===== config.mk =====
export PLATFORM = sky130hd
export DESIGN_NAME = fifo_drain_ctrl
export DESIGN_NICKNAME = d
export VERILOG_FILES = /design/src/rtl/drain_pkg.sv /design/src/rtl/drain_fsm.sv /design/src/rtl/drain_ptrs.sv /design/src/rtl/drain_ram.sv /design/src/rtl/fifo_drain_ctrl.sv
export SDC_FILE = /design/constraint.sdc
export NUM_CORES = 1
export LEC_CHECK = 0
export BUFFER_PORTS_ARGS = -buffer_cell sky130_fd_sc_hd__buf_2
export CORE_MARGIN = 2
export CORE_UTILIZATION = 39
export CTS_BUF_LIST = sky130_fd_sc_hd__clkbuf_16
export CTS_CLUSTER_SIZE = 25
export DETAILED_ROUTE_END_ITERATION = 7
export GPL_TIMING_DRIVEN = 0
export PLACE_DENSITY = 0.71
export SYNTH_ARGS = -nofsm -noshare
export SYNTH_HDL_FRONTEND = slang
export SYNTH_SLANG_ARGS = --single-unit

===== constraint.sdc =====
create_clock -name clk -period 1.98 [get_ports clk]
set_input_delay 0.396 -clock clk [delete_from_list [all_inputs] [get_ports clk]]
set_output_delay 0.396 -clock clk [all_outputs]
set_load 0.03 [all_outputs]

===== src/rtl/drain_pkg.sv =====
package drain_pkg;
  typedef enum logic [1:0] {
    ST_PARK  = 2'd0,
    ST_FETCH = 2'd1,
    ST_STORE = 2'd2
  } drain_state_e;
endpackage


===== src/rtl/drain_fsm.sv =====
module drain_fsm
  import drain_pkg::*;
(
  input  logic clk,
  input  logic rst,
  input  logic fifo_empty,
  output logic rd_req,
  output logic wr_en,
  output logic rd_en,
  output logic step_addr,
  output logic bump_count
);
  drain_state_e state_q, state_n;

  always_comb begin
    state_n = state_q;
    case (state_q)
      ST_PARK:  if (!fifo_empty) state_n = ST_FETCH;
      ST_FETCH: state_n = ST_STORE;
      ST_STORE: state_n = fifo_empty ? ST_PARK : ST_FETCH;
      default:  state_n = ST_PARK;
    endcase
  end

  always_ff @(posedge clk) begin
    if (rst) state_q <= ST_PARK;
    else     state_q <= state_n;
  end

  assign rd_req     = (state_q == ST_FETCH);
  assign wr_en      = (state_q == ST_STORE);
  assign rd_en      = (state_q == ST_STORE);
  assign step_addr  = (state_n == ST_FETCH);
  assign bump_count = (state_n == ST_STORE);


  idle_hold_chk: assert property (@(posedge clk) disable iff (rst)
    (state_q == ST_PARK && fifo_empty) |=> (state_q == ST_PARK));


  fetch_then_store_chk: assert property (@(posedge clk) disable iff (rst)
    rd_req |=> (wr_en && rd_en && !rd_req));


  single_req_chk: assert property (@(posedge clk) disable iff (rst)
    rd_req |=> !rd_req);
endmodule


===== src/rtl/drain_ptrs.sv =====
module drain_ptrs #(
  parameter int ADDR_W = 4,
  parameter int CNT_W  = 8
) (
  input  logic              clk,
  input  logic              rst,
  input  logic              step_addr,
  input  logic              bump_count,
  output logic [ADDR_W-1:0] addr,
  output logic [CNT_W-1:0]  count
);
  localparam logic [ADDR_W-1:0] PARK_ADDR = '1;

  always_ff @(posedge clk) begin
    if (rst) begin
      addr  <= PARK_ADDR;
      count <= '0;
    end else begin
      if (step_addr)  addr  <= addr + 1'b1;
      if (bump_count) count <= count + 1'b1;
    end
  end


  reset_state_chk: assert property (@(posedge clk)
    rst |=> (addr == PARK_ADDR && count == '0));
endmodule


===== src/rtl/drain_ram.sv =====
module drain_ram #(
  parameter int DATA_W = 8,
  parameter int ADDR_W = 4
) (
  input  logic              clk,
  input  logic              rst,
  input  logic              we,
  input  logic              re,
  input  logic [ADDR_W-1:0] addr,
  input  logic [DATA_W-1:0] wdata,
  output logic [DATA_W-1:0] q
);
  localparam int DEPTH = 1 << ADDR_W;

  logic [DATA_W-1:0] mem [DEPTH];

  always_ff @(posedge clk) begin
    if (we) mem[addr] <= wdata;
  end

  always_ff @(posedge clk) begin
    if (rst)     q <= '0;
    else if (re) q <= we ? wdata : mem[addr];
  end


  store_readback_chk: assert property (@(posedge clk) disable iff (rst)
    (we && re) |=> (q == $past(wdata)));
endmodule


===== src/rtl/fifo_drain_ctrl.sv =====
module fifo_drain_ctrl #(
  parameter int DATA_W = 8,
  parameter int ADDR_W = 4,
  parameter int CNT_W  = 8
) (
  input  logic              clk,
  input  logic              rst,
  input  logic              fifo_empty,
  output logic              src_rd_req,
  input  logic [DATA_W-1:0] src_data,
  output logic [ADDR_W-1:0] st_addr,
  output logic [DATA_W-1:0] st_wdata,
  output logic              st_we,
  output logic              st_re,
  output logic [DATA_W-1:0] st_q,
  output logic [CNT_W-1:0]  xfer_count
);
  logic step_addr, bump_count;

  drain_fsm u_fsm (
    .clk        (clk),
    .rst        (rst),
    .fifo_empty (fifo_empty),
    .rd_req     (src_rd_req),
    .wr_en      (st_we),
    .rd_en      (st_re),
    .step_addr  (step_addr),
    .bump_count (bump_count)
  );

  drain_ptrs #(.ADDR_W(ADDR_W), .CNT_W(CNT_W)) u_ptrs (
    .clk        (clk),
    .rst        (rst),
    .step_addr  (step_addr),
    .bump_count (bump_count),
    .addr       (st_addr),
    .count      (xfer_count)
  );

  assign st_wdata = src_data;

  drain_ram #(.DATA_W(DATA_W), .ADDR_W(ADDR_W)) u_ram (
    .clk   (clk),
    .rst   (rst),
    .we    (st_we),
    .re    (st_re),
    .addr  (st_addr),
    .wdata (st_wdata),
    .q     (st_q)
  );


  fetch_addr_step_chk: assert property (@(posedge clk) disable iff (rst)
    src_rd_req |-> (st_addr == ADDR_W'($past(st_addr) + 1'b1)));


  store_addr_hold_chk: assert property (@(posedge clk) disable iff (rst)
    st_we |-> $stable(st_addr));


  count_step_chk: assert property (@(posedge clk) disable iff (rst)
    st_we |-> (xfer_count == CNT_W'($past(xfer_count) + 1'b1)));


  chain_fetch_chk: assert property (@(posedge clk) disable iff (rst)
    (st_we && !fifo_empty) |=> src_rd_req);
endmodule


==> summary.md, run 1 <==
| Metric | Value |
|---|---|
| CP dominant cell by count | buf_2 |
| Final Hold Viols | 0 |
| Register area share after synthesis | 47.1% |
| Slew Limit Fails | 0 |
| CP bufs+invs | 4 |
| CTS tree | yes |
| Clock-pin slew of the registers on the worst-case setup and hold paths | 0.05 ns |
| Worst vdd ir | 0.462 mV |
| Max FO, Critical Path | 10 |
| # hold bufs at CTS | 0 |
| Crit-path cells | nand2b_1 -> buf_2 -> clkinv_2 -> buf_4 -> buf_2 |
| YS warnings | 0 |
| Ports | 42 |
| GRT Overall Usage | 15.1% |
| Congestion Overflow GR | 0 |
| Drt total wl | 1.96 mm |
| Status | finished, final reports clean |
| Final Skew | 0.00174 ns |
| Core area | 2230 sq um |
| Period utilisation layout | 92.5% |
| Die height | 53.0 microns |
| Final setup fails | 0 |
| Routability cong. | 0.719 |
| Vias in the first global route | 760 |
| WL/cell | 10.9 microns |
| Async set-reset flop share out of synthesis | 0% |
| Root Driver | clkbuf_16 |
| Max incr delay on CP | 0.39 ns |
| Antenna Nets Post-Route | 0 |
| Register bit total from synthesis | 22 |
| Die X | 53.0 microns |
| DRC | 0 |
| Drt first pass iters | 4 |
| Pwr per Cell Area | 840 nW/um^2 |
| Largest net degree at the start of global routing | 12 |
| Vias per cell | 4.87 |
| Die Footprint | 2800 sq um |
| CP Capture Type | output pin |
| Initial Util | 41.8% |
| First-pass GRT wire length | 3.02 mm |
| Post-Syn Instances | 108 |
| Tmin final | 1.83 ns |
| Syn avg cell area | 8.65 sq um |
| CTS sink count | 22 |
| Filler instances | 232 |
| Nets | 167 |
| Post-place setup slack | 0.182 ns |
| Max-cap viol count | 0 |
| Fmax | 546 MHz |
| Initial antenna violation count | 0 |
| Leak | 0.576 nW |
| CTS buffer count | 3 |
| RSZ-0062 raised after global routing | no |
| Area grow syn2layout | 34.0% |
| Top-count cell post-synth | dfxtp_1 |
| Top cells by count, synth | dfxtp_1, nand2_1, a21oi_1 |
| Skew-Pair Late Insertion Delay | 0.25 ns |
| Crit path DAT | 1.44 ns |
| Worst slew margin | 71.6% |
| Ant. Diodes | 0 |
| Cells taking the most area after synthesis | dfxtp_1, nand2_1, a21oi_1 |
| Critical path class | reg2out |
| Via count | 876 |
| Yosys top cell area share | 47.1% |
| WP data required | 1.58 ns |
| Top delay family on crit path | buffers and inverters |
| # H-tree levels | 1 |
| Synthesized area | 935 sq um |
| Prevailing post-synth register cell | dfxtp_1 |
| Final setup margin | 0.149 ns |
| Worst hold path class | in2reg |
| Post-synth EDFFs | 0 |
| Worst path slowest cell | dfxtp_2 |
| Rows | 17 |
| Longest Clk Path Bufs | 2 |
| Library cells used by synthesis | 28 |
| Syn nets | 121 |
| Pin slew with the least headroom to its limit | 0.426 ns |
| Setup TNS | 0 ns |
| Port-buffer cells | 41 |
| Layout cells sized above 1 | 38.2% |
| Kind of start point of the critical path | register |
| Drt initial violations | 6 |
| Largest area contributor in the netlist | dfxtp_1 |
==> cell usage in the layout (no fill, tap or decap), types with 3 or more instances in the layout <==
cell type	count
nand2b_1	3
clkbuf_16	3
dfxtp_1	21
xnor2_1	3
nand2_1	19
buf_2	43
nor2b_1	3
nor2_1	4
buf_4	9
a21oi_1	14
or3_1	3
nand3_1	3
==> through the flow <==
stage | util, % | area [sq um] | cells | hold slack [ns] | power (mW)
2_1_floorplan | - | 935 | 108 | 0.473 | 0.602
3_3_place_gp | 52.6 | 1170 | 177 | 0.441 | 0.648
3_5_place_dp | 52.6 | 1170 | 177 | 0.446 | 0.653
4_1_cts | 56.0 | 1250 | 180 | 0.352 | 1.06
5_1_grt | 56.1 | 1250 | 180 | 0.359 | 1.10
6_report | 56.1 | 1250 | 180 | 0.345 | 1.05
==> layer usage <==
| layer | routed length, microns | GRT usage, % | vias up |
|---|---|---|---|
| met5 | 0 | 0 | - |
| met4 | 40 | 7.69 | 0 |
| met3 | 182 | 4.24 | 4 |
| met2 | 910 | 26.5 | 41 |
| met1 | 829 | 16.3 | 381 |
| li1 | - | - | 450 |
==> timing repair <==
| action | in CTS | in global routing |
|---|---|---|
| resized for setup | 1 | 1 |
| endpoints found under the setup margin | 1 | 1 |
| pin swaps | 0 | 0 |
| buffers inserted | 0 | 0 |
==> layout make-up <==
| cell class | instances | area (sq um) | share of cell area, % |
|---|---|---|---|
| flip-flops and latches | 22 | 442 | 35.3 |
| multi-input cells | 71 | 402 | 32.1 |
| repair buffers | 41 | 205 | 16.4 |
| plain buffers | 13 | 85.1 | 6.79 |
| clock buffers | 3 | 75.1 | 5.99 |
| well taps | 28 | 35.0 | 2.80 |
| inverters | 2 | 8.76 | 0.699 |
==> report_power, final <==
| group | switching, mW | total, mW | internal [mW] | leakage [nW] |
|---|---|---|---|---|
| Clock | 0.144 | 0.410 | 0.266 | 0.0370 |
| Combinational | 0.103 | 0.165 | 0.0622 | 0.360 |
| Sequential | 0.0156 | 0.477 | 0.461 | 0.179 |
==> path summary, 6_finish.rpt <==
kind,startpoint,to,slack [ns],depth (start not counted)
setup / recovery,u_fsm.state_q[0]$_SDFF_PP0_,st_we,0.15,5
hold / removal,fifo_empty,u_fsm.state_q[0]$_SDFF_PP0_,0.34,2
setup reg to reg,u_ptrs.count[2]$_SDFFE_PP0N_,u_ptrs.count[5]$_SDFFE_PP0N_,0.64,3
hold reg to reg,u_ram.q[3]$_SDFFE_PP0N_,u_ram.q[3]$_SDFFE_PP0N_,0.45,2
==> flip-flops by register name (all words and copies together) (netlist names) <==
register / count
u_fsm.state_q: 2
u_ptrs.addr: 4
u_ptrs.count: 8
u_ram.q: 8
==> logic make-up (layout without fill, tap and decap cells) <==
group | Yosys count | count (layout) | share of synthesized area [%]
flip-flops | 22 | 22 | 47.1
multiplexers | 1 | 1 | 1.20
adder cells (fa/ha/maj) | 2 | 2 | 2.68
AO/OA/AOI/OAI | 21 | 21 | 12.9
buffers and inverters | 15 | 59 | 9.91
AND/OR/NAND/NOR | 44 | 44 | 23.4
XOR/XNOR | 3 | 3 | 2.81
(Power assumes the default switching activity.)
==> inputs of run 2 (changes only) <==
Settings changed: MAX_ROUTING_LAYER set to met4.
Clock period 1.98 ns to 2.2 ns, I/O delays scaled along.
==> summary.md, run 2 (synthesis results as in run 1) <==
| Metric | Value |
|---|---|
| Skew-Pair Late Insertion Delay | 0.25 ns |
| Ports | 42 |
| WHS | 0.396 ns |
| Via count | 874 |
| Kind of start point of the critical path | register |
| # H-tree levels | 1 |
| First-pass GRT wire length | 3.02 mm |
| M1 GR Usage | 16.3% |
| Die height | 53.0 microns |
| Top Registers | u_ptrs.count x8, u_ram.q x8, u_ptrs.addr x4 |
| Pin slew with the least headroom to its limit | 0.426 ns |
| Post-CTS Setup Repair Bufs | 0 |
| CP Capture Type | output pin |
| Met3 usage | 4.24% |
| Longest Clk Path Bufs | 2 |
| Crit-path cells | nand2b_1 -> buf_2 -> clkinvlp_4 -> buf_4 -> buf_2 |
| Hold Startpoint | fifo_empty |
| Vias per cell | 4.86 |
| M2 GR Usage | 26.5% |
| Grt peak-use layer | met2 |
| Max incr delay on CP | 0.45 ns |
| Root Driver | clkbuf_16 |
| Top delay family on crit path | buffers and inverters |
| Routability cong. | 0.727 |
| Congestion Overflow GR | 0 |
| Worst vdd ir | 0.417 mV |
| WP data required | 1.76 ns |
| Antenna Nets Post-Route | 0 |
| Initial Util | 41.8% |
| Max FO, Critical Path | 10 |
| Fmax | 492 MHz |
| DRC | 0 |
| Port-buffer cells | 41 |
| Tmin final | 2.03 ns |
| Drt first pass iters | 4 |
| Pwr per Cell Area | 756 nW/um^2 |
| Vias in the first global route | 759 |
| Worst slew margin | 71.6% |
| Status | finished, final reports clean |
| Final Hold Viols | 0 |
| Most frequent cells in the layout | buf_2, dfxtp_1, nand2_1 |
| Layout cells sized above 1 | 37.5% |
| CTS resizes | 0 |
| GRT Overall Usage | 15.4% |
| Die Footprint | 2800 sq um |
| Final setup fails | 0 |
| CTS sink count | 22 |
| RSZ-0062 raised after global routing | no |
| CP bufs+invs | 4 |
| Setup TNS | 0 ns |
| Rows | 17 |
| CTS tree | yes |
| Commonest non-fill, non-tap cell in the layout | buf_2 |
| Drt initial violations | 7 |
| WL/cell | 10.9 microns |
| Leak | 0.570 nW |
| Slew Limit Fails | 0 |
| Nets | 167 |
| Area grow syn2layout | 34.1% |
| Max-cap viol count | 0 |
| Worst setup path start | u_fsm.state_q[0]$_SDFF_PP0_ |
| Initial antenna violation count | 0 |
| Final Skew | 0.00165 ns |
| Critical path class | reg2out |
| Die X | 53.0 microns |
| Largest net degree at the start of global routing | 12 |
| Clock-pin slew of the registers on the worst-case setup and hold paths | 0.05 ns |
| Worst reg2reg startpoint | u_fsm.state_q[0]$_SDFF_PP0_ |
| Crit path DAT | 1.59 ns |
| Period utilisation layout | 92.4% |
| CP dominant cell by count | buf_2 |
| CTS buffer count | 3 |
| # hold bufs at CTS | 0 |
| Core area | 2230 sq um |
| Worst path slowest cell | dfxtp_1 |
| Final Util | 56.1% |
| Ant. Diodes | 0 |
| Worst hold path class | in2reg |
| Drt total wl | 1.97 mm |
## run 2: cell count changes in the layout (fill, tap and decap cells not counted)
cell        change
clkinv_2        -1
clkinvlp_4      +1
dfxtp_1         +1
dfxtp_2         -1
## run 2: final cells by class
class / instances / area, sq um
buffer: 13 / 85.1
timing repair buffer: 41 / 205
clock buffer: 3 / 75.1
inverter: 2 / 11.3
multi-input combinational: 71 / 402
fill: 232 / 980
tap: 28 / 35.0
sequential: 22 / 440
## run 2: final timing paths
kind | cells after the start | slack [ns] | endpoint
setup / recovery | 5 | 0.17 | st_we
hold / removal | 2 | 0.40 | u_fsm.state_q[0]$_SDFF_PP0_
hold reg to reg | 2 | 0.45 | u_ram.q[3]$_SDFFE_PP0N_
setup reg to reg | 4 | 0.79 | u_ptrs.count[5]$_SDFFE_PP0N_
## run 2: worst register-to-register path: cells and delay by family (launching register included)
kind            cells  cell delay [ns]
simple gates        2             0.58
flops               1             0.45
buf+inv             1             0.17
compound gates      1             0.14
## run 2: metal layers
layer	vias to the layer above	share of wire [%]
met5	-	0
met4	0	2.1
li1	450	-
met1	379	42
met2	41	46
met3	4	9.3
## run 2: power by group
| part | leakage (nW) | internal, mW | switching (mW) |
|---|---|---|---|
| Clock | 0.0370 | 0.240 | 0.130 |
| Combinational | 0.353 | 0.0560 | 0.0928 |
| Sequential | 0.179 | 0.415 | 0.0140 |
| Total | 0.570 | 0.711 | 0.237 |
## run 2: through the flow
| stage | instance area (sq um) | total power [mW] | instances | setup WS [ns] |
|---|---|---|---|---|
| detailed placement | 1170 | 0.588 | 177 | 0.358 |
| CTS | 1250 | 0.957 | 180 | 0.0782 |
| global route | 1250 | 0.986 | 180 | 0.0257 |
| floorplan | 935 | 0.541 | 108 | 0.435 |
| global placement | 1170 | 0.583 | 177 | 0.355 |
| finish | 1250 | 0.948 | 180 | 0.168 |
